$ cat src/rtl/nvm_pkg.sv
package nvm_pkg;
  typedef enum logic [1:0] {
    MODE_ATOMIC = 2'b00,
    MODE_ERASE  = 2'b01,
    MODE_WRITE  = 2'b10,
    MODE_RSVD   = 2'b11
  } nvm_mode_e;

  localparam int BIT_RD    = 0;
  localparam int BIT_PROG  = 1;
  localparam int BIT_ARM   = 2;
  localparam int BIT_RIE   = 3;
  localparam int MODE_LSB  = 4;
  localparam int MODE_MSB  = 5;
endpackage

$ cat src/rtl/nvm_unlock.sv
module nvm_unlock #(
  parameter int WINDOW = 4
) (
  input  logic clk,
  input  logic rst,
  input  logic arm_i,
  output logic open_o
);
  localparam int CW = $clog2(WINDOW + 1);
  logic [CW-1:0] cnt_q;

  always_ff @(posedge clk) begin
    if (rst)                 cnt_q <= '0;
    else if (arm_i)          cnt_q <= CW'(WINDOW);
    else if (cnt_q != '0)    cnt_q <= cnt_q - 1'b1;
  end

  assign open_o = (cnt_q != '0);
endmodule

$ cat src/rtl/nvm_stall_gen.sv
module nvm_stall_gen #(
  parameter int RD_STALL = 4,
  parameter int PG_STALL = 2
) (
  input  logic clk,
  input  logic rst,
  input  logic rd_i,
  input  logic pg_i,
  output logic stall_o
);
  localparam int SMAX = (RD_STALL > PG_STALL) ? RD_STALL : PG_STALL;
  localparam int CW   = $clog2(SMAX + 1);
  logic [CW-1:0] cnt_q;

  always_ff @(posedge clk) begin
    if (rst)               cnt_q <= '0;
    else if (rd_i)         cnt_q <= CW'(RD_STALL);
    else if (pg_i)         cnt_q <= CW'(PG_STALL);
    else if (cnt_q != '0)  cnt_q <= cnt_q - 1'b1;
  end

  assign stall_o = (cnt_q != '0);
endmodule

$ cat src/rtl/nvm_prog_timer.sv
module nvm_prog_timer
  import nvm_pkg::*;
#(
  parameter int T_ATOMIC = 34,
  parameter int T_SINGLE = 18,
  parameter int AW       = 6,
  parameter int DW       = 8
) (
  input  logic          clk,
  input  logic          start_i,
  input  nvm_mode_e     mode_i,
  input  logic [AW-1:0] addr_i,
  input  logic [DW-1:0] wval_i,
  output logic          busy_o,
  output logic          commit_o,
  output logic [AW-1:0] caddr_o,
  output logic [DW-1:0] cval_o
);
  localparam int TMAX = (T_ATOMIC > T_SINGLE) ? T_ATOMIC : T_SINGLE;
  localparam int CW   = $clog2(TMAX + 1);

  // Power-up values only: reset must not abort an operation in flight.
  logic [CW-1:0] cnt_q  = '0;
  logic [AW-1:0] addr_q = '0;
  logic [DW-1:0] val_q  = '0;
  logic [CW-1:0] dur;

  always_comb begin
    dur = (mode_i == MODE_ATOMIC) ? CW'(T_ATOMIC) : CW'(T_SINGLE);
  end

  always_ff @(posedge clk) begin
    if (cnt_q != '0) begin
      cnt_q <= cnt_q - 1'b1;
    end else if (start_i) begin
      cnt_q  <= dur;
      addr_q <= addr_i;
      val_q  <= wval_i;
    end
  end

  assign busy_o   = (cnt_q != '0);
  assign commit_o = (cnt_q == CW'(1));
  assign caddr_o  = addr_q;
  assign cval_o   = val_q;
endmodule

$ cat src/rtl/nvm_array.sv
module nvm_array #(
  parameter int AW = 6,
  parameter int DW = 8
) (
  input  logic          clk,
  input  logic          we_i,
  input  logic [AW-1:0] waddr_i,
  input  logic [DW-1:0] wdata_i,
  input  logic [AW-1:0] raddr_i,
  output logic [DW-1:0] rdata_o
);
  localparam int DEPTH = 1 << AW;
  logic [DW-1:0] mem [DEPTH];

  initial begin
    for (int i = 0; i < DEPTH; i++) mem[i] = '1;
  end

  always_ff @(posedge clk) begin
    if (we_i) mem[waddr_i] <= wdata_i;
  end

  assign rdata_o = mem[raddr_i];
endmodule

$ cat src/rtl/nvm_write_ctrl.sv
module nvm_write_ctrl
  import nvm_pkg::*;
#(
  parameter int AW            = 6,
  parameter int T_ATOMIC      = 34,
  parameter int T_SINGLE      = 18,
  parameter int UNLOCK_CYCLES = 4,
  parameter int RD_STALL      = 4,
  parameter int PG_STALL      = 2
) (
  input  logic          clk,
  input  logic          rst,
  input  logic          ctrl_we,
  input  logic [7:0]    ctrl_wdata,
  output logic [7:0]    ctrl_rdata,
  input  logic          addr_we,
  input  logic [AW-1:0] addr_wdata,
  output logic [AW-1:0] addr_rdata,
  input  logic          data_we,
  input  logic [7:0]    data_wdata,
  output logic [7:0]    data_rdata,
  input  logic          gie_i,
  output logic          busy_o,
  output logic          irq_o,
  output logic          stall_o
);
  localparam int DW = 8;

  nvm_mode_e     mode_q;
  nvm_mode_e     wr_mode;
  logic          rie_q, irq_q;
  logic [AW-1:0] addr_q;
  logic [DW-1:0] data_q;
  logic          busy, arm_open, start, rd_go, arm;
  logic          commit;
  logic [AW-1:0] caddr;
  logic [DW-1:0] cval, rdata, wval;

  assign wr_mode = nvm_mode_e'(ctrl_wdata[MODE_MSB:MODE_LSB]);
  assign arm     = ctrl_we && ctrl_wdata[BIT_ARM] && !rst;
  assign start   = ctrl_we && ctrl_wdata[BIT_PROG] && arm_open && !busy
                   && (wr_mode != MODE_RSVD) && !rst;
  assign rd_go   = ctrl_we && ctrl_wdata[BIT_RD] && !busy && !start && !rst;

  always_comb begin
    unique case (wr_mode)
      MODE_ATOMIC: wval = data_q;
      MODE_ERASE:  wval = '1;
      MODE_WRITE:  wval = rdata & data_q;
      default:     wval = data_q;
    endcase
  end

  always_ff @(posedge clk) begin
    if (rst) begin
      if (!busy) mode_q <= MODE_ATOMIC;
    end else if (ctrl_we && !busy) begin
      mode_q <= wr_mode;
    end
  end

  always_ff @(posedge clk) begin
    if (rst) begin
      rie_q  <= 1'b0;
      addr_q <= '0;
      data_q <= '0;
      irq_q  <= 1'b0;
    end else begin
      if (ctrl_we)            rie_q  <= ctrl_wdata[BIT_RIE];
      if (addr_we && !busy)   addr_q <= addr_wdata;
      if (rd_go)              data_q <= rdata;
      else if (data_we)       data_q <= data_wdata;
      irq_q <= rie_q && gie_i && !busy;
    end
  end

  nvm_unlock #(.WINDOW(UNLOCK_CYCLES)) u_unlock (
    .clk(clk), .rst(rst), .arm_i(arm), .open_o(arm_open)
  );

  nvm_prog_timer #(.T_ATOMIC(T_ATOMIC), .T_SINGLE(T_SINGLE), .AW(AW), .DW(DW)) u_timer (
    .clk(clk), .start_i(start), .mode_i(wr_mode), .addr_i(addr_q), .wval_i(wval),
    .busy_o(busy), .commit_o(commit), .caddr_o(caddr), .cval_o(cval)
  );

  nvm_array #(.AW(AW), .DW(DW)) u_array (
    .clk(clk), .we_i(commit), .waddr_i(caddr), .wdata_i(cval),
    .raddr_i(addr_q), .rdata_o(rdata)
  );

  nvm_stall_gen #(.RD_STALL(RD_STALL), .PG_STALL(PG_STALL)) u_stall (
    .clk(clk), .rst(rst), .rd_i(rd_go), .pg_i(start), .stall_o(stall_o)
  );

  assign ctrl_rdata = {2'b00, mode_q, rie_q, arm_open, busy, 1'b0};
  assign addr_rdata = addr_q;
  assign data_rdata = data_q;
  assign busy_o     = busy;
  assign irq_o      = irq_q;
endmodule

$ cat config.mk
export PLATFORM = sky130hd
export DESIGN_NAME = nvm_write_ctrl
export DESIGN_NICKNAME = d
export VERILOG_FILES = /design/src/rtl/nvm_pkg.sv /design/src/rtl/nvm_unlock.sv /design/src/rtl/nvm_stall_gen.sv /design/src/rtl/nvm_prog_timer.sv /design/src/rtl/nvm_array.sv /design/src/rtl/nvm_write_ctrl.sv
export SDC_FILE = /design/constraint.sdc
export NUM_CORES = 1
export LEC_CHECK = 0
export BUFFER_PORTS_ARGS = -buffer_cell sky130_fd_sc_hd__buf_2
export CAP_MARGIN = 20
export CORE_MARGIN = 4
export CORE_UTILIZATION = 51
export CTS_CLUSTER_SIZE = 30
export DETAILED_ROUTE_END_ITERATION = 6
export HOLD_SLACK_MARGIN = 0.03
export PLACE_DENSITY_LB_ADDON = 0.12
export SLEW_MARGIN = 40
export SYNTH_ARGS = -nofsm -noshare
export SYNTH_HDL_FRONTEND = slang
export SYNTH_SLANG_ARGS = --single-unit
$ cat constraint.sdc
create_clock -name clk -period 3.3 [get_ports clk]
set_input_delay 0.33 -clock clk [delete_from_list [all_inputs] [get_ports clk]]
set_output_delay 0.33 -clock clk [all_outputs]
set_load 0.05 [all_outputs]
# [Word level (Yosys, flattened, before mapping)]
# Memory sizes are Yosys's and may differ from the RTL's. A register that Yosys moved wholly into a read port is not among the register bits.
# Index checks and enable logic that the tools add are counted.
[totals] register_bits=44 ram_bits=512 inputBits=28 out_inout_bits=25 word_cells=75 n_memories=1
[memory_table] name="u_array.mem" depth=64 width=8 read_ports=1 rd_clocked_by_memory_dff=1 wr=1 line_no="nvm_array.sv:13" text="logic [DW-1:0] mem [DEPTH];"
[classes] add_sub_neg=3 eq_ne=5 n_mux=18 n_bitwise=2 n_reduce_logical=33
[op_table] cell="2-to-1 mux 6 bit" n=5
[op_table] cell="2-to-1 mux 8 bit" n=2
[op_table] cell="case mux 8 bit (2 select lines)" n=1
[op_table] cell="logical AND 1 bit" n=15
[op_table] cell="2-to-1 mux 3 bit" n=5
[op_table] cell="nonzero test 2 bit" n=5
[op_table] cell="nonzero test 3 bit" n=3
[op_table] cell="AND 8 bit" n=1
[op_table] cell="equality test 6 x 1 -> 1 bit, second input constant" n=1
[op_table] cell="2-to-1 mux 2 bit" n=3
[op_table] cell="nonzero test 6 bit" n=1
[op_table] cell="subtractor 3 x 1 -> 3 bit, second input constant" n=2
[op_table] cell="subtractor 6 x 1 -> 6 bit, second input constant" n=1
[op_table] cell="!= test 2 bit, second input constant" n=2
[op_table] cell="AND reduction 2 bit" n=2
[op_table] cell="OR reduction 2 bit" n=2
[op_table] cell="zero test 1 bit" n=3
[op_table] cell="OR reduction 3 bit" n=1
[op_table] cell="equality test 2 x 1 -> 1 bit, second input constant" n=1
[op_table] cell="equality test 2 bit, second input constant" n=1
[op_table] cell="zero test 2 bit" n=1
[op_table] cell="2-to-1 mux 1 bit" n=2
[op_table] cell="inverter 1 bit" n=1

# [Logic depth before layout (Yosys ltp)]
# Gate-level depths: netlist of the first run.
[logic_depth] depth_word=9 depth_mapped=8 mapped_depth_nobuf=7

# [Cells and area by module]
# Synthesis of the first run repeated with hierarchy kept, for this count alone.
[unflattened] cells_unflattened=1125 hier_area_um2=22141.2
[modules_own_cells] mod="nvm_array" n_inst=1 cells_per_inst=932 area_per_inst_um2=20006.7 seq_area_each_um2=15374.7
[modules_own_cells] mod="nvm_write_ctrl" n_inst=1 cells_per_inst=112 area_per_inst_um2=1044.8 seq_area_each_um2=380.4
[modules_own_cells] mod="nvm_prog_timer" n_inst=1 cells_per_inst=49 area_per_inst_um2=794.5 seq_area_each_um2=600.6
[modules_own_cells] mod="nvm_unlock" n_inst=1 cells_per_inst=18 area_per_inst_um2=170.2 seq_area_each_um2=60.1
[modules_own_cells] mod="nvm_stall_gen" n_inst=1 cells_per_inst=14 area_per_inst_um2=125.1 seq_area_each_um2=60.1

# [Least setup slack after synthesis of the first run]
# Ideal clock, no wire load.
[synth_timing] kind="register to register" startpoint="register u_timer.cnt_q[0]" endpoint="register u_timer.addr_q[0] (netlist: u_timer.caddr_o[0]) (enable)" setup_ns=0.384 arrival_ns=1.790 required_ns=2.916 slack_ns=1.125 path_stages_with_launch=7 n_path_buf=0 period_less_slack_ns=2.175 cell_sequence="edfxtp_1 > inv_1 > ha_1 > nor2b_1 > and2_1 > nand3_1 > nor2_1"
[synth_via] elab_chain_cells=6 word_cells_on_any_way=7 cone_classes="bitwise (1); reduce/logical (6)"
[synth_lines] element="start: declaration" line_no="nvm_prog_timer.sv:23" text="logic [CW-1:0] cnt_q = '0;"
[synth_lines] element="start signal: assignment" line_no="nvm_prog_timer.sv:34" text="cnt_q <= cnt_q - 1'b1;"
[synth_lines] element="start signal: assignment" line_no="nvm_prog_timer.sv:36" text="cnt_q <= dur;"
[synth_lines] element="nonzero test 6 bit *" line_no="nvm_prog_timer.sv:33, nvm_prog_timer.sv:42"
[synth_lines] element="zero test 1 bit" line_no="nvm_write_ctrl.sv:41" text="assign start = ctrl_we && ctrl_wdata[BIT_PROG] && arm_open && !busy"
[synth_lines] element="logical AND 1 bit" line_no="nvm_write_ctrl.sv:41"
[synth_lines] element="logical AND 1 bit (2 in a row)" line_no="nvm_write_ctrl.sv:42" text="&& (wr_mode != MODE_RSVD) && !rst;"
[synth_lines] element="AND reduction 2 bit (no source line) *"
[synth_lines] element="end signal: assignment" line_no="nvm_prog_timer.sv:37" text="addr_q <= addr_i;"
[synth_lines] element="end: declaration" line_no="nvm_prog_timer.sv:24" text="logic [AW-1:0] addr_q = '0;"
# Mark *: on every way between the ends. The rest lies on a longest branch, timed or not.
# A chain may end at the register's enable or synchronous reset.

==> parameters.txt, run 1 <==
Parameter                              Value

Critical path
  Data arrival at the endpoint of the critical path ... about 3.4 ns
  CP Class ... flop to flop
  Type of destination of the critical path ... flop
  Slowest CP cell ... sky130_fd_sc_hd__a221oi_1
  Cell class contributing the biggest share of worst-path delay ... compound AO/OA/AOI/OAI gates
  Number of buffer and inverter instances along the worst setup path ... 2
  Type of origin of the critical path ... flop
  Crit-path cells ... buf_12, mux4_2, o22ai_1, a2111oi_0, buf_4, a221oi_1, o21ai_1
  Worst path max stage delay ... just over 0.6 ns
  Data required time at the worst endpoint ... 3.62 ns
  Peak fanout along the critical path ... 21

Logic synthesis
  Share of synthesized area occupied by flip-flops and latches ... 0.753
  Top-area cell type share of the netlist area ... 0.727
  Primary FF master, synth ... sky130_fd_sc_hd__edfxtp_1
  Fraction of registers with async set/reset ... 0
  Largest area contributor in the synthesized netlist ... sky130_fd_sc_hd__edfxtp_1
  Number of library cell types mapped by synthesis ... slightly above 50
  Synthesized netlist cell count ... 1131
  Yosys warnings ... 0
  Number of synthesized flops with an enable pin ... between 500 and 600
  Average instance area after synthesis ... 19.5 µm²
  Dominant cells by area after synthesis ... sky130_fd_sc_hd__edfxtp_1, sky130_fd_sc_hd__mux4_2, sky130_fd_sc_hd__dfxtp_1
  Flip-flop and latch count after synthesis ... about 560
  Cell area after technology mapping ... between 0.02 and 0.025 mm²

Place
  Global placement routability congestion ... a little under 0.9
  Count of port buffers added during placement ... 47
  Post-place instance area ... 0.0236 mm²
  DP Wirelength ... about 32000 µm

Global route
  Congestion Overflow GR ... 0
  Number of global-route vias before repair ... 11500
  Combined global-route utilization of all metal layers ... 0.218
  Pin count of the biggest net entering global routing ... 65
  Number of antenna violations at the first check in global routing ... 0
  Global-route wire length before repair ... around 76000 µm

Clock network
  H-tree lvl count ... 2
  Clock tree root driver cell ... sky130_fd_sc_hd__clkbuf_16
  Post-CTS Setup Bufs ... 0
  Clock tree from TritonCTS ... yes
  Maximum clock path buffer count ... 3
  Number of gates resized after CTS ... 0
  Clk_lat worst skew ... around 0.6 ns
  Number of sinks driven by the clock tree ... approximately 560
  Post-CTS Hold Fix Bufs ... 7
  Clock transition at the registers of the reported paths ... about 0.06 ns
  Clock buffer count from CTS ... 54

Pwr
  Power after layout ... around 14 mW
  Power Dens Cells ... 569 mW/mm²
  Reported leakage power ... between 8 and 9 nW
  Worst vdd rail ir drop ... approximately 0.00035 V

Routing
  Detailed router's first-iteration violation count ... 1216
  Detailed-route wire length per cell ... 26.4 µm
  Routed vias ... 11300
  Routed Wire Length ... 50400 µm
  First drt pass iteration count ... 5
  Number of routed nets with antenna violations ... 0
  DRC Markers ... 0
  Vias/cell ... 5.94

Timing
  Shortest clock period the worst path allows after layout ... just over 3 ns
  Tightest Pin Transition ... ~0.77 ns
  Slew headroom ... 0.485
  Clock Skew ... 0.0247 ns
  Count of endpoints failing setup in the final report ... 0
  RSZ-0062 raised after global routing ... false
  Final max-slew violation count ... 0
  Accumulated negative setup slack ... 0 ns
  Final hold viol count ... 0
  Final worst-path cycle share ... 0.922
  Maximum achievable frequency ... approximately 330 MHz

Layout
  Fraction of final layout cells sized beyond drive strength 1 ... 0.286
  Design area ... 0.0254 mm²
  Final core utilization ... 0.599
  Final #Nets ... approximately 1300
  Area delta synth->final ... 15.1%
  Filler Cells Inserted ... 3085
  Antenna fix cells ... 0

Die
  Total core area ... 0.0423 mm²
  Die boundary height ... between 200 and 250 µm
  Cell Rows ... 75
  Ports ... 53
  Die outline area ... around 0.047 mm²
  Initial core utilization ... 0.521
  Die width ... ~220 µm

Run
  Number of maximum-capacitance violations ... 0

Min path
  Hold WC Path Type ... primary input to flop

Run status
  Status ... finished, final reports clean
-- tightest hold or removal path, stage by stage --
cell	delay, ns
sky130_fd_sc_hd__buf_2	0.09
sky130_fd_sc_hd__nand3_1	0.05
sky130_fd_sc_hd__a21oi_1	0.10
-- path summary, 6_finish.rpt --
| path | start | slack (ns) | to | depth (start not counted) |
|---|---|---|---|---|
| min reg2reg | rie_q | 0.46 | irq_o | 2 |
| min | addr_wdata[5] | 0.07 | flop | 3 |
| max reg2reg | flop | 0.26 | u_timer.cval_o[5] | 7 |
| max | flop | 0.26 | u_timer.cval_o[5] | 7 |
-- cell usage after synthesis (all sizes together), types with 3 or more instances --
cell type / n
nor3b: 4
nand3b: 5
a31oi: 3
or3b: 4
o21ai: 16
nor3: 13
a21oi: 23
clkbuf: 28
nand2: 34
mux2i: 9
ha: 9
nor2b: 16
nor2: 97
a211oi: 20
nand4: 3
o221ai: 8
inv: 10
nand3: 13
o31ai: 6
nand2b: 10
buf: 35
xnor2: 4
mux4: 128
dfxtp: 28
edfxtp: 534
a2111oi: 5
and3b: 4
o22ai: 20
and2: 6
a22oi: 19
-- state kept, by name, summed over array words and instances, names as in the netlist, named ones only --
register / cells
data_rdata: 8
irq_o: 1
addr_rdata: 6
u_stall.cnt_q: 3
rie_q: 1
u_array.mem: 512
u_unlock.cnt_q: 3
u_timer.cnt_q: 6
u_timer.caddr_o: 6
u_timer.cval_o: 8
mode_q: 2
-- per-stage QoR --
step           std cells  setup slack (ns)  hold slack [ns]
6_report            1909             0.259           0.0693
5_1_grt             1909             0.199           0.0716
4_1_cts             1909             0.266           0.0510
3_5_place_dp        1808             0.279            0.446
3_3_place_gp        1806             0.396            0.436
2_1_floorplan       1133              1.13            0.427
-- area by class of cell --
type	instances	area [µm²]	share of cell area
flip-flops and latches	562	16600	0.655
repair buffers	168	1270	0.0500
clock inverters	25	196	0.00774
multi-input cells	498	5070	0.200
inverters	10	37.5	0.00148
clock buffers	69	1470	0.0579
well taps	577	722	0.0285
-- where the power goes --
group          internal [mW]  switching [mW]
Clock                   3.35            2.52
Sequential              7.79          0.0804
Combinational          0.275           0.408
-- cell usage in the layout (no fill, tap or decap), types with 19 or more instances in the layout --
cell type and n:
sky130_fd_sc_hd__nor2_1 97, sky130_fd_sc_hd__a21oi_1 23, sky130_fd_sc_hd__buf_2 47, sky130_fd_sc_hd__clkbuf_16 55, sky130_fd_sc_hd__edfxtp_1 534, sky130_fd_sc_hd__mux4_2 128, sky130_fd_sc_hd__o22ai_1 20, sky130_fd_sc_hd__nand2_1 34
sky130_fd_sc_hd__dfxtp_1 25, sky130_fd_sc_hd__buf_4 104, sky130_fd_sc_hd__a211oi_1 19
-- routing by layer --
layer / track usage / vias up / wire length [µm]
met4: 0.0644 / 0 / 1290
met2: 0.345 / 377 / 24200
met3: 0.0293 / 74 / 2770
met5: 0 / - / 0
met1: 0.324 / 5965 / 22100
li1: - / 4931 / -
-- logic make-up after synthesis --
kind of cell | Yosys count | synth area share
flops | 562 | 0.753
other cells | 1 | 0.000170
simple gates | 218 | 0.0480
compound gates | 127 | 0.0397
buf+inv | 73 | 0.0179
fa+ha+maj | 9 | 0.00511
xor+xnor | 4 | 0.00159
mux | 137 | 0.135
Power figures use the tool's default switching activity.
==> run 2, diff against run 1 <==
- BUFFER_PORTS_ARGS: -buffer_cell sky130_fd_sc_hd__buf_2 -> default
- CTS_BUF_LIST: default -> sky130_fd_sc_hd__clkbuf_16
- DONT_BUFFER_PORTS: default -> 1
- SYNTH_HIERARCHICAL: default -> 1
==> run 2 against run 1 <==
  * Die area up 0.40%
  * Sequential share of layout area down 0.86 points
  * Design area increased by 0.61%
  * Largest power group unchanged
==> parameters.txt, run 2 <==
Parameter                              Value

Global route
  Combined global-route utilization of all metal layers ... 0.209 (was 0.218)
  Global-route wire length before repair ... 72500 µm (was 75800 µm)
  Number of global-route vias before repair ... 11100 (was 11500)
  Congestion Overflow GR ... 0 (unchanged)
  Number of antenna violations at the first check in global routing ... 0 (unchanged)
  Pin count of the biggest net entering global routing ... 65 (unchanged)

Clock network
  Maximum clock path buffer count ... 3 (unchanged)
  Post-CTS Setup Bufs ... 0 (unchanged)
  Clock buffer count from CTS ... 54 (unchanged)
  H-tree lvl count ... 2 (unchanged)
  Number of sinks driven by the clock tree ... 556 (was 562)
  Number of gates resized after CTS ... 0 (unchanged)
  Clock tree from TritonCTS ... yes (unchanged)
  Post-CTS Hold Fix Bufs ... 32 (was 7)
  Clk_lat worst skew ... 0.60 ns (was 0.59 ns)
  Clock tree root driver cell ... sky130_fd_sc_hd__clkbuf_16 (unchanged)
  Clock transition at the registers of the reported paths ... 0.06 ns (about the same)

Timing
  Shortest clock period the worst path allows after layout ... 2.94 ns (was 3.04 ns)
  Slew headroom ... 0.392 (was 0.485)
  Clock Skew ... 0.0284 ns (was 0.0247 ns)
  Post-route setup slack ... 0.355 ns (was 0.259 ns)
  Accumulated negative setup slack ... 0 ns (unchanged)
  Final max-slew violation count ... 0 (unchanged)
  Maximum achievable frequency ... 340 MHz (was 329 MHz)
  Tightest Pin Transition ... 0.901 ns (was 0.773 ns)
  Final worst-path cycle share ... 0.892 (was 0.922)
  RSZ-0062 raised after global routing ... false (unchanged)
  Count of endpoints failing setup in the final report ... 0 (unchanged)
  Final hold viol count ... 0 (unchanged)

Critical path
  Peak fanout along the critical path ... 7 (was 21)
  Type of destination of the critical path ... flop (unchanged)
  Data arrival at the endpoint of the critical path ... 3.23 ns (was 3.36 ns)
  Type of origin of the critical path ... flop (unchanged)
  Worst reg2reg path depth ... 7 (unchanged)
  Slowest CP cell ... sky130_fd_sc_hd__edfxtp_1 (was sky130_fd_sc_hd__a221oi_1)
  Data required time at the worst endpoint ... 3.58 ns (was 3.62 ns)
  Worst path most repeated cell ... sky130_fd_sc_hd__buf_4
  Worst setup path startpoint ... u_timer/cnt_q[2]
  CP Class ... flop to flop (unchanged)
  Crit-path cells ... or3_4, nor3b_1, buf_4, nor2b_1, nand2_1, nor2_1, buf_4 (was buf_12, mux4_2, o22ai_1, a2111oi_0, buf_4, a221oi_1, o21ai_1)
  Reg-to-reg endpoint ... u_array/mem[42][1] (was u_timer.cval_o[5])
  Setup slack of the worst register-to-register path ... 0.36 ns (was 0.26 ns)
  Worst path max stage delay ... 0.45 ns (was 0.62 ns)
  Reg2Reg Launch Point ... u_timer/cnt_q[2]

Pwr
  Sw Ratio ... 0.213 (was 0.209)
  Reported leakage power ... 8.06 nW (was 8.03 nW)
  Sequential group share of total power ... 0.531 (was 0.545)
  Gate power share ... 0.058 (was 0.047)
  Power Dens Cells ... 578 mW/mm² (was 569 mW/mm²)
  Pint ... 11.6 mW (was 11.4 mW)
  Clock group share of total power ... 0.410 (was 0.407)
  Power dissipated by switching net loads ... 3.14 mW (was 3.01 mW)
  Worst vdd rail ir drop ... 0.000542 V (was 0.000351 V)

Layout
  Final #Nets ... 1310 (was 1331)
  Top library cells by usage in the layout, fill and taps aside ... sky130_fd_sc_hd__edfxtp_1, sky130_fd_sc_hd__mux4_2, sky130_fd_sc_hd__buf_4, sky130_fd_sc_hd__nor2_1, sky130_fd_sc_hd__clkbuf_16 (unchanged)
  Area delta synth->final ... 15.3% (was 15.1%)
  Largest register by flop count ... u_array/mem (was u_array.mem)
  Antenna fix cells ... 0 (unchanged)
  Design area ... 0.0255 mm² (was 0.0254 mm²)
  Most common library cell in the layout ignoring fill and taps ... sky130_fd_sc_hd__edfxtp_1 (unchanged)
  Fraction of final layout cells sized beyond drive strength 1 ... 0.273 (was 0.286)
  Number of flip-flops in the largest register ... 512 (unchanged)

Logic synthesis
  Library cell with the highest instance count after synthesis ... sky130_fd_sc_hd__edfxtp_1 (unchanged)
  Primary FF master, synth ... sky130_fd_sc_hd__edfxtp_1 (unchanged)
  Dominant cells by area after synthesis ... sky130_fd_sc_hd__edfxtp_1, sky130_fd_sc_hd__mux4_2, sky130_fd_sc_hd__dfxtp_1 (unchanged)
  Average instance area after synthesis ... 19.7 µm² (was 19.5 µm²)
  Number of synthesized flops with an enable pin ... 534 (unchanged)
  Top-area cell type share of the netlist area ... 0.724 (was 0.727)
  Most frequent cells after synthesis ... sky130_fd_sc_hd__edfxtp_1, sky130_fd_sc_hd__mux4_2, sky130_fd_sc_hd__nor2_1 (unchanged)
  Cell area after technology mapping ... 0.0221 mm² (was 0.0220 mm²)
  Synthesized netlist cell count ... 1125 (was 1131)
  Largest area contributor in the synthesized netlist ... sky130_fd_sc_hd__edfxtp_1 (unchanged)
  Yosys warnings ... 6 (was 0)
  Fraction of registers with async set/reset ... 0 (unchanged)
  Flip-flop and latch count after synthesis ... 556 (was 562)
  Share of synthesized area occupied by flip-flops and latches ... 0.744 (was 0.753)
  Number of library cell types mapped by synthesis ... 61 (was 51)

Run
  Number of maximum-capacitance violations ... 0 (unchanged)

Min path
  Hold path startpoint ... ctrl_wdata[2] (was addr_wdata[5])
  Worst-case hold path end point ... u_unlock/cnt_q[1]
  Hold WC Path Type ... primary input to flop (unchanged)
  Number of cells on the worst hold path ... 2 (was 3)

Die
  Ports ... 53 (unchanged)
  Initial core utilization ... 0.515 (was 0.521)
  Die outline area ... 0.0468 mm² (was 0.0466 mm²)
  Die width ... 216 µm (about the same)
  Cell Rows ... 76 (was 75)
  Total core area ... 0.0430 mm² (was 0.0423 mm²)
  Die boundary height ... 216 µm (about the same)

Routing
  Routed Wire Length ... 48200 µm (was 50400 µm)
  Detailed router's first-iteration violation count ... 1185 (was 1216)
  DRC Markers ... 0 (unchanged)
  First drt pass iteration count ... 5 (unchanged)
  Vias/cell ... 5.78 (was 5.94)
  Number of routed nets with antenna violations ... 0 (unchanged)
  Detailed-route wire length per cell ... 25.3 µm (was 26.4 µm)
  Routed vias ... 11000 (was 11300)

Place
  DP Wirelength ... 29500 µm (was 31600 µm)
  Post-place instance area ... 0.0234 mm² (was 0.0236 mm²)
  Post-placement worst setup slack ... 0.429 ns (was 0.279 ns)
  Count of port buffers added during placement ... 0 (was 47)
  Global placement routability congestion ... 0.799 (was 0.869)

Run status
  Status ... finished, final reports clean (unchanged)
==> run 2: cell types whose count changed after synthesis, moves of 9 or more <==
cell                       before  now
sky130_fd_sc_hd__nand2_1       34   20
sky130_fd_sc_hd__mux2_2         0   13
sky130_fd_sc_hd__a22oi_1       18    3
sky130_fd_sc_hd__a21oi_1       23   14
sky130_fd_sc_hd__inv_1         10   20
sky130_fd_sc_hd__a211oi_1      19    6
sky130_fd_sc_hd__o22ai_1       20    8
sky130_fd_sc_hd__mux2i_1        9   39
==> run 2: layer usage <==
| metal | vias up | routed length, µm | part of all wire | GRT usage |
|---|---|---|---|---|
| li1 | 4863 | - | - | - |
| met1 | 5771 | 21200 | 0.44 | 0.308 |
| met2 | 279 | 23500 | 0.49 | 0.332 |
| met3 | 77 | 2450 | 0.051 | 0.0356 |
| met4 | 0 | 1110 | 0.023 | 0.0533 |
| met5 | - | 0 | 0 | 0 |
==> run 2: kinds of logic after synthesis <==
family                     Yosys count  synth area share
AOI/OAI and AO/OA                   89            0.0311
xor gates and xnor gates             3           0.00119
adders and majority gates            9           0.00509
buffers and inverters               86            0.0222
DFF                                556             0.744
muxes                              178             0.152
other                                1          0.000169
and+or+nand+nor                    203            0.0438
==> run 2: power groups by stage <==
stage	combinational, mW	clock [mW]	sequential, mW
final	0.861	6.05	7.83
after global routing	0.924	6.51	7.84
after CTS	0.863	6.19	7.83
after detailed placement	0.817	0	7.98
after global placement	0.800	0	7.98
after floorplan	0.641	0	7.95
==> run 2: how the worst max path moves through the flow <==
| stage | slack, ns | endpoint | depth (start not counted) |
|---|---|---|---|
| finish | 0.36 | u_array/mem[42][1] | 7 |
| global route | 0.28 | u_array/mem[42][7] | 7 |
| CTS | 0.39 | u_array/mem[42][1] | 7 |
| detailed placement | 0.43 | u_array/mem[42][1] | 7 |
| global placement | 0.46 | u_array/mem[42][1] | 7 |
| floorplan | 0.49 | u_timer/cval_o[3] | 9 |
==> run 2: through the flow <==
stage	hold WS (ns)	total power, mW	cells	util
after floorplan	0.399	8.60	1127	-
after global placement	0.399	8.78	1770	0.545
after detailed placement	0.402	8.80	1770	0.545
after CTS	0.0709	14.9	1902	0.594
after global routing	0.0808	15.3	1902	0.594
final	0.103	14.7	1902	0.594
==> run 2: layout make-up <==
class	instances	area [µm²]
Fill cell	3149	17500
Sequential cell	556	16500
Multi-Input combinational cell	485	5190
Clock buffer	54	1350
Timing Repair Buffer	155	1290
Tap cell	585	732
Clock inverter	46	393
Inverter	21	78.8
==> run 2: worst max-delay path: cells and delay by family (launching register included) <==
kind	cells	cell delay, ns
flops	1	0.45
buf+inv	2	0.45
simple gates	5	1.73
==> run 3, diff against run 2 <==
- clock period: 3.3 -> 2.7 ns (I/O delays scaled with it)
==> run 3 against run 2 <==
  * Total power grew 24%
  * Routed wire length rose by 4.2%
  * Largest power group unchanged
  * First-iteration DRC count shrank 7.8%
  * Cell count is 4.5% higher
  * Sequential power is 22% higher
  * Non-clock buffer count rose by 87
  * Maximum frequency grew 11%
  * Core utilization increased by 2.4 points
  * Combinational power rose by 50%
  * Sequential share of layout area is 2.5 points lower
==> parameters.txt, run 3 (same netlist as run 2, synthesis figures left out) <==
Parameter                              Value

Run status
  Status ... finished, final reports clean (unchanged)

Timing
  Accumulated negative setup slack ... 0 ns (unchanged)
  RSZ-0062 raised after global routing ... true (was false)
  Maximum achievable frequency ... 378 MHz (was 340 MHz)
  Final hold viol count ... 0 (unchanged)
  Final max-slew violation count ... 0 (unchanged)
  Tightest Pin Transition ... 0.771 ns (was 0.901 ns)
  Shortest clock period the worst path allows after layout ... 2.64 ns (was 2.94 ns)
  Clock Skew ... 0.0159 ns (was 0.0284 ns)
  Slew headroom ... 0.486 (was 0.392)
  Final worst-path cycle share ... 0.979 (was 0.892)
  Count of endpoints failing setup in the final report ... 0 (unchanged)
  Post-route setup slack ... 0.0555 ns (was 0.355 ns)

Routing
  Routed vias ... 11500 (was 11000)
  Vias/cell ... 5.80 (was 5.78)
  Detailed-route wire length per cell ... 25.3 µm (about the same)
  DRC Markers ... 0 (unchanged)
  Routed Wire Length ... 50200 µm (was 48200 µm)
  Number of routed nets with antenna violations ... 0 (unchanged)
  Detailed router's first-iteration violation count ... 1093 (was 1185)
  First drt pass iteration count ... 5 (unchanged)

Clock network
  H-tree lvl count ... 2 (unchanged)
  Clock tree from TritonCTS ... yes (unchanged)
  Number of sinks driven by the clock tree ... 556 (unchanged)
  Clock tree root driver cell ... sky130_fd_sc_hd__clkbuf_16 (unchanged)
  Clock transition at the registers of the reported paths ... 0.06 ns (about the same)
  Clock buffer count from CTS ... 56 (was 54)
  Maximum clock path buffer count ... 3 (unchanged)
  Clk_lat worst skew ... 0.60 ns (about the same)

Place
  DP Wirelength ... 31600 µm (was 29500 µm)
  Post-placement worst setup slack ... -0.304 ns (was 0.429 ns)
  Post-place instance area ... 0.0240 mm² (was 0.0234 mm²)
  Global placement routability congestion ... 0.795 (was 0.799)
  Count of port buffers added during placement ... 0 (unchanged)

Layout
  Design area ... 0.0266 mm² (was 0.0255 mm²)
  Most common library cell in the layout ignoring fill and taps ... sky130_fd_sc_hd__edfxtp_1 (unchanged)
  Number of flip-flops in the largest register ... 512 (unchanged)
  Filler Cells Inserted ... 3085 (was 3149)
  Top library cells by usage in the layout, fill and taps aside ... sky130_fd_sc_hd__edfxtp_1, sky130_fd_sc_hd__buf_4, sky130_fd_sc_hd__mux4_2, sky130_fd_sc_hd__nor2_1, sky130_fd_sc_hd__clkbuf_16 (was sky130_fd_sc_hd__edfxtp_1, sky130_fd_sc_hd__mux4_2, sky130_fd_sc_hd__buf_4, sky130_fd_sc_hd__nor2_1, sky130_fd_sc_hd__clkbuf_16)
  Area delta synth->final ... 19.9% (was 15.3%)
  Antenna fix cells ... 0 (unchanged)
  Final core utilization ... 0.618 (was 0.594)
  Largest register by flop count ... u_array/mem (unchanged)
  Final #Nets ... 1399 (was 1310)
  Fraction of final layout cells sized beyond drive strength 1 ... 0.332 (was 0.273)

Critical path
  Worst path max stage delay ... 0.53 ns (was 0.45 ns)
  Data required time at the worst endpoint ... 3.03 ns (was 3.58 ns)
  Slowest CP cell ... sky130_fd_sc_hd__mux4_2 (was sky130_fd_sc_hd__edfxtp_1)
  CP Class ... flop to flop (unchanged)
  Data arrival at the endpoint of the critical path ... 2.98 ns (was 3.23 ns)
  Peak fanout along the critical path ... 7 (unchanged)
  Type of destination of the critical path ... flop (unchanged)
  Number of buffer and inverter instances along the worst setup path ... 2 (unchanged)
  Worst reg2reg path depth ... 9 (was 7)
  Cell class contributing the biggest share of worst-path delay ... multiplexers (was simple AND/OR/NAND/NOR gates)
  Stages on the worst setup path ... 9 (was 7)
  Type of origin of the critical path ... flop (unchanged)
  End point of the critical path ... u_timer/cval_o[2] (was u_array/mem[42][1])
  Worst setup path startpoint ... addr_rdata[0] (was u_timer/cnt_q[2])
  Setup slack of the worst register-to-register path ... 0.06 ns (was 0.36 ns)
  Reg-to-reg endpoint ... u_timer/cval_o[2] (was u_array/mem[42][1])
  Reg2Reg Launch Point ... addr_rdata[0] (was u_timer/cnt_q[2])
  Crit-path cells ... buf_12, buf_12, mux4_2, mux4_2, nor2_2, nor3_1, o2bb2ai_1, a21oi_1, o21ai_1 (was or3_4, nor3b_1, buf_4, nor2b_1, nand2_1, nor2_1, buf_4)

Die
  Initial core utilization ... 0.515 (unchanged)
  Die width ... 216 µm (unchanged)
  Ports ... 53 (unchanged)
  Die boundary height ... 216 µm (unchanged)
  Total core area ... 0.0430 mm² (unchanged)
  Die outline area ... 0.0468 mm² (unchanged)
  Cell Rows ... 76 (unchanged)

Global route
  Number of antenna violations at the first check in global routing ... 0 (unchanged)
  Pin count of the biggest net entering global routing ... 65 (unchanged)
  Combined global-route utilization of all metal layers ... 0.215 (was 0.209)
  Number of global-route vias before repair ... 11600 (was 11100)
  Global-route wire length before repair ... 74700 µm (was 72500 µm)
  Congestion Overflow GR ... 0 (unchanged)

Pwr
  Worst vdd rail ir drop ... 0.000543 V (was 0.000542 V)
  Reported leakage power ... 8.55 nW (was 8.06 nW)
  Power Dens Cells ... 690 mW/mm² (was 578 mW/mm²)

Min path
  Number of cells on the worst hold path ... 2 (unchanged)
  Hold WC Path Type ... primary input to flop (unchanged)

Run
  Number of maximum-capacitance violations ... 0 (unchanged)
## run 3: changes by cell type in the layout (fill, tap and decap cells not counted), moves of 4 or more
cell | before | now
sky130_fd_sc_hd__clkbuf_16 | 54 | 58
sky130_fd_sc_hd__buf_6 | 0 | 4
sky130_fd_sc_hd__inv_1 | 36 | 28
sky130_fd_sc_hd__clkinv_1 | 11 | 16
sky130_fd_sc_hd__nor2_2 | 0 | 4
sky130_fd_sc_hd__buf_4 | 120 | 185
sky130_fd_sc_hd__buf_12 | 4 | 19
sky130_fd_sc_hd__nor2_1 | 101 | 97
## run 3: area by class of cell
type	instances	area, µm²	area share
clock inverters	42	340	0.0128
well taps	585	732	0.0276
flip-flops and latches	556	16500	0.621
inverters	21	78.8	0.00297
clock buffers	57	1430	0.0537
multi-input cells	485	5280	0.199
repair buffers	242	2200	0.0830
## run 3: stage by stage
stage	power, mW	hold WS, ns	instances
floorplan	10.5	0.339	1127
global placement	10.8	0.339	1824
detailed placement	10.9	0.340	1824
CTS	18.4	0.0462	1962
global route	18.9	0.0920	1988
finish	18.3	0.0836	1988
## run 3: routing by layer
metal | global-route usage | wire, µm | up-vias | share of wire
li1 | - | - | 5057 | -
met1 | 0.309 | 21400 | 6026 | 0.43
met4 | 0.0721 | 1240 | 0 | 0.025
met5 | 0 | 0 | - | 0
met2 | 0.347 | 24800 | 360 | 0.49
met3 | 0.0313 | 2840 | 83 | 0.057
## run 3: what timing repair did
item,CTS,global route
gates resized for setup,3,29
endpoints found under the hold margin,26,0
pin swaps,0,4
buffers inserted,7,25
gates cloned,0,1
endpoints found under the setup margin,15,194
hold buffers,32,0
## run 3: where the power goes
| part | internal (mW) | switching [mW] | total (mW) | leakage (nW) |
|---|---|---|---|---|
| registers | 9.43 | 0.126 | 9.56 | 5.00 |
| clock network | 4.36 | 3.12 | 7.48 | 0.887 |
| logic | 0.612 | 0.676 | 1.29 | 2.67 |
| total | 14.4 | 3.92 | 18.3 | 8.55 |
## run 3: worst min path at each step
stage,start,endpoint
final,ctrl_wdata[4],u_timer/cnt_q[4]
after global routing,ctrl_wdata[4],u_timer/cnt_q[4]
after CTS,ctrl_wdata[1],data_rdata[5]
after detailed placement,rst,addr_rdata[0]
after global placement,rst,addr_rdata[1]
after floorplan,rst,u_stall/cnt_q[2]
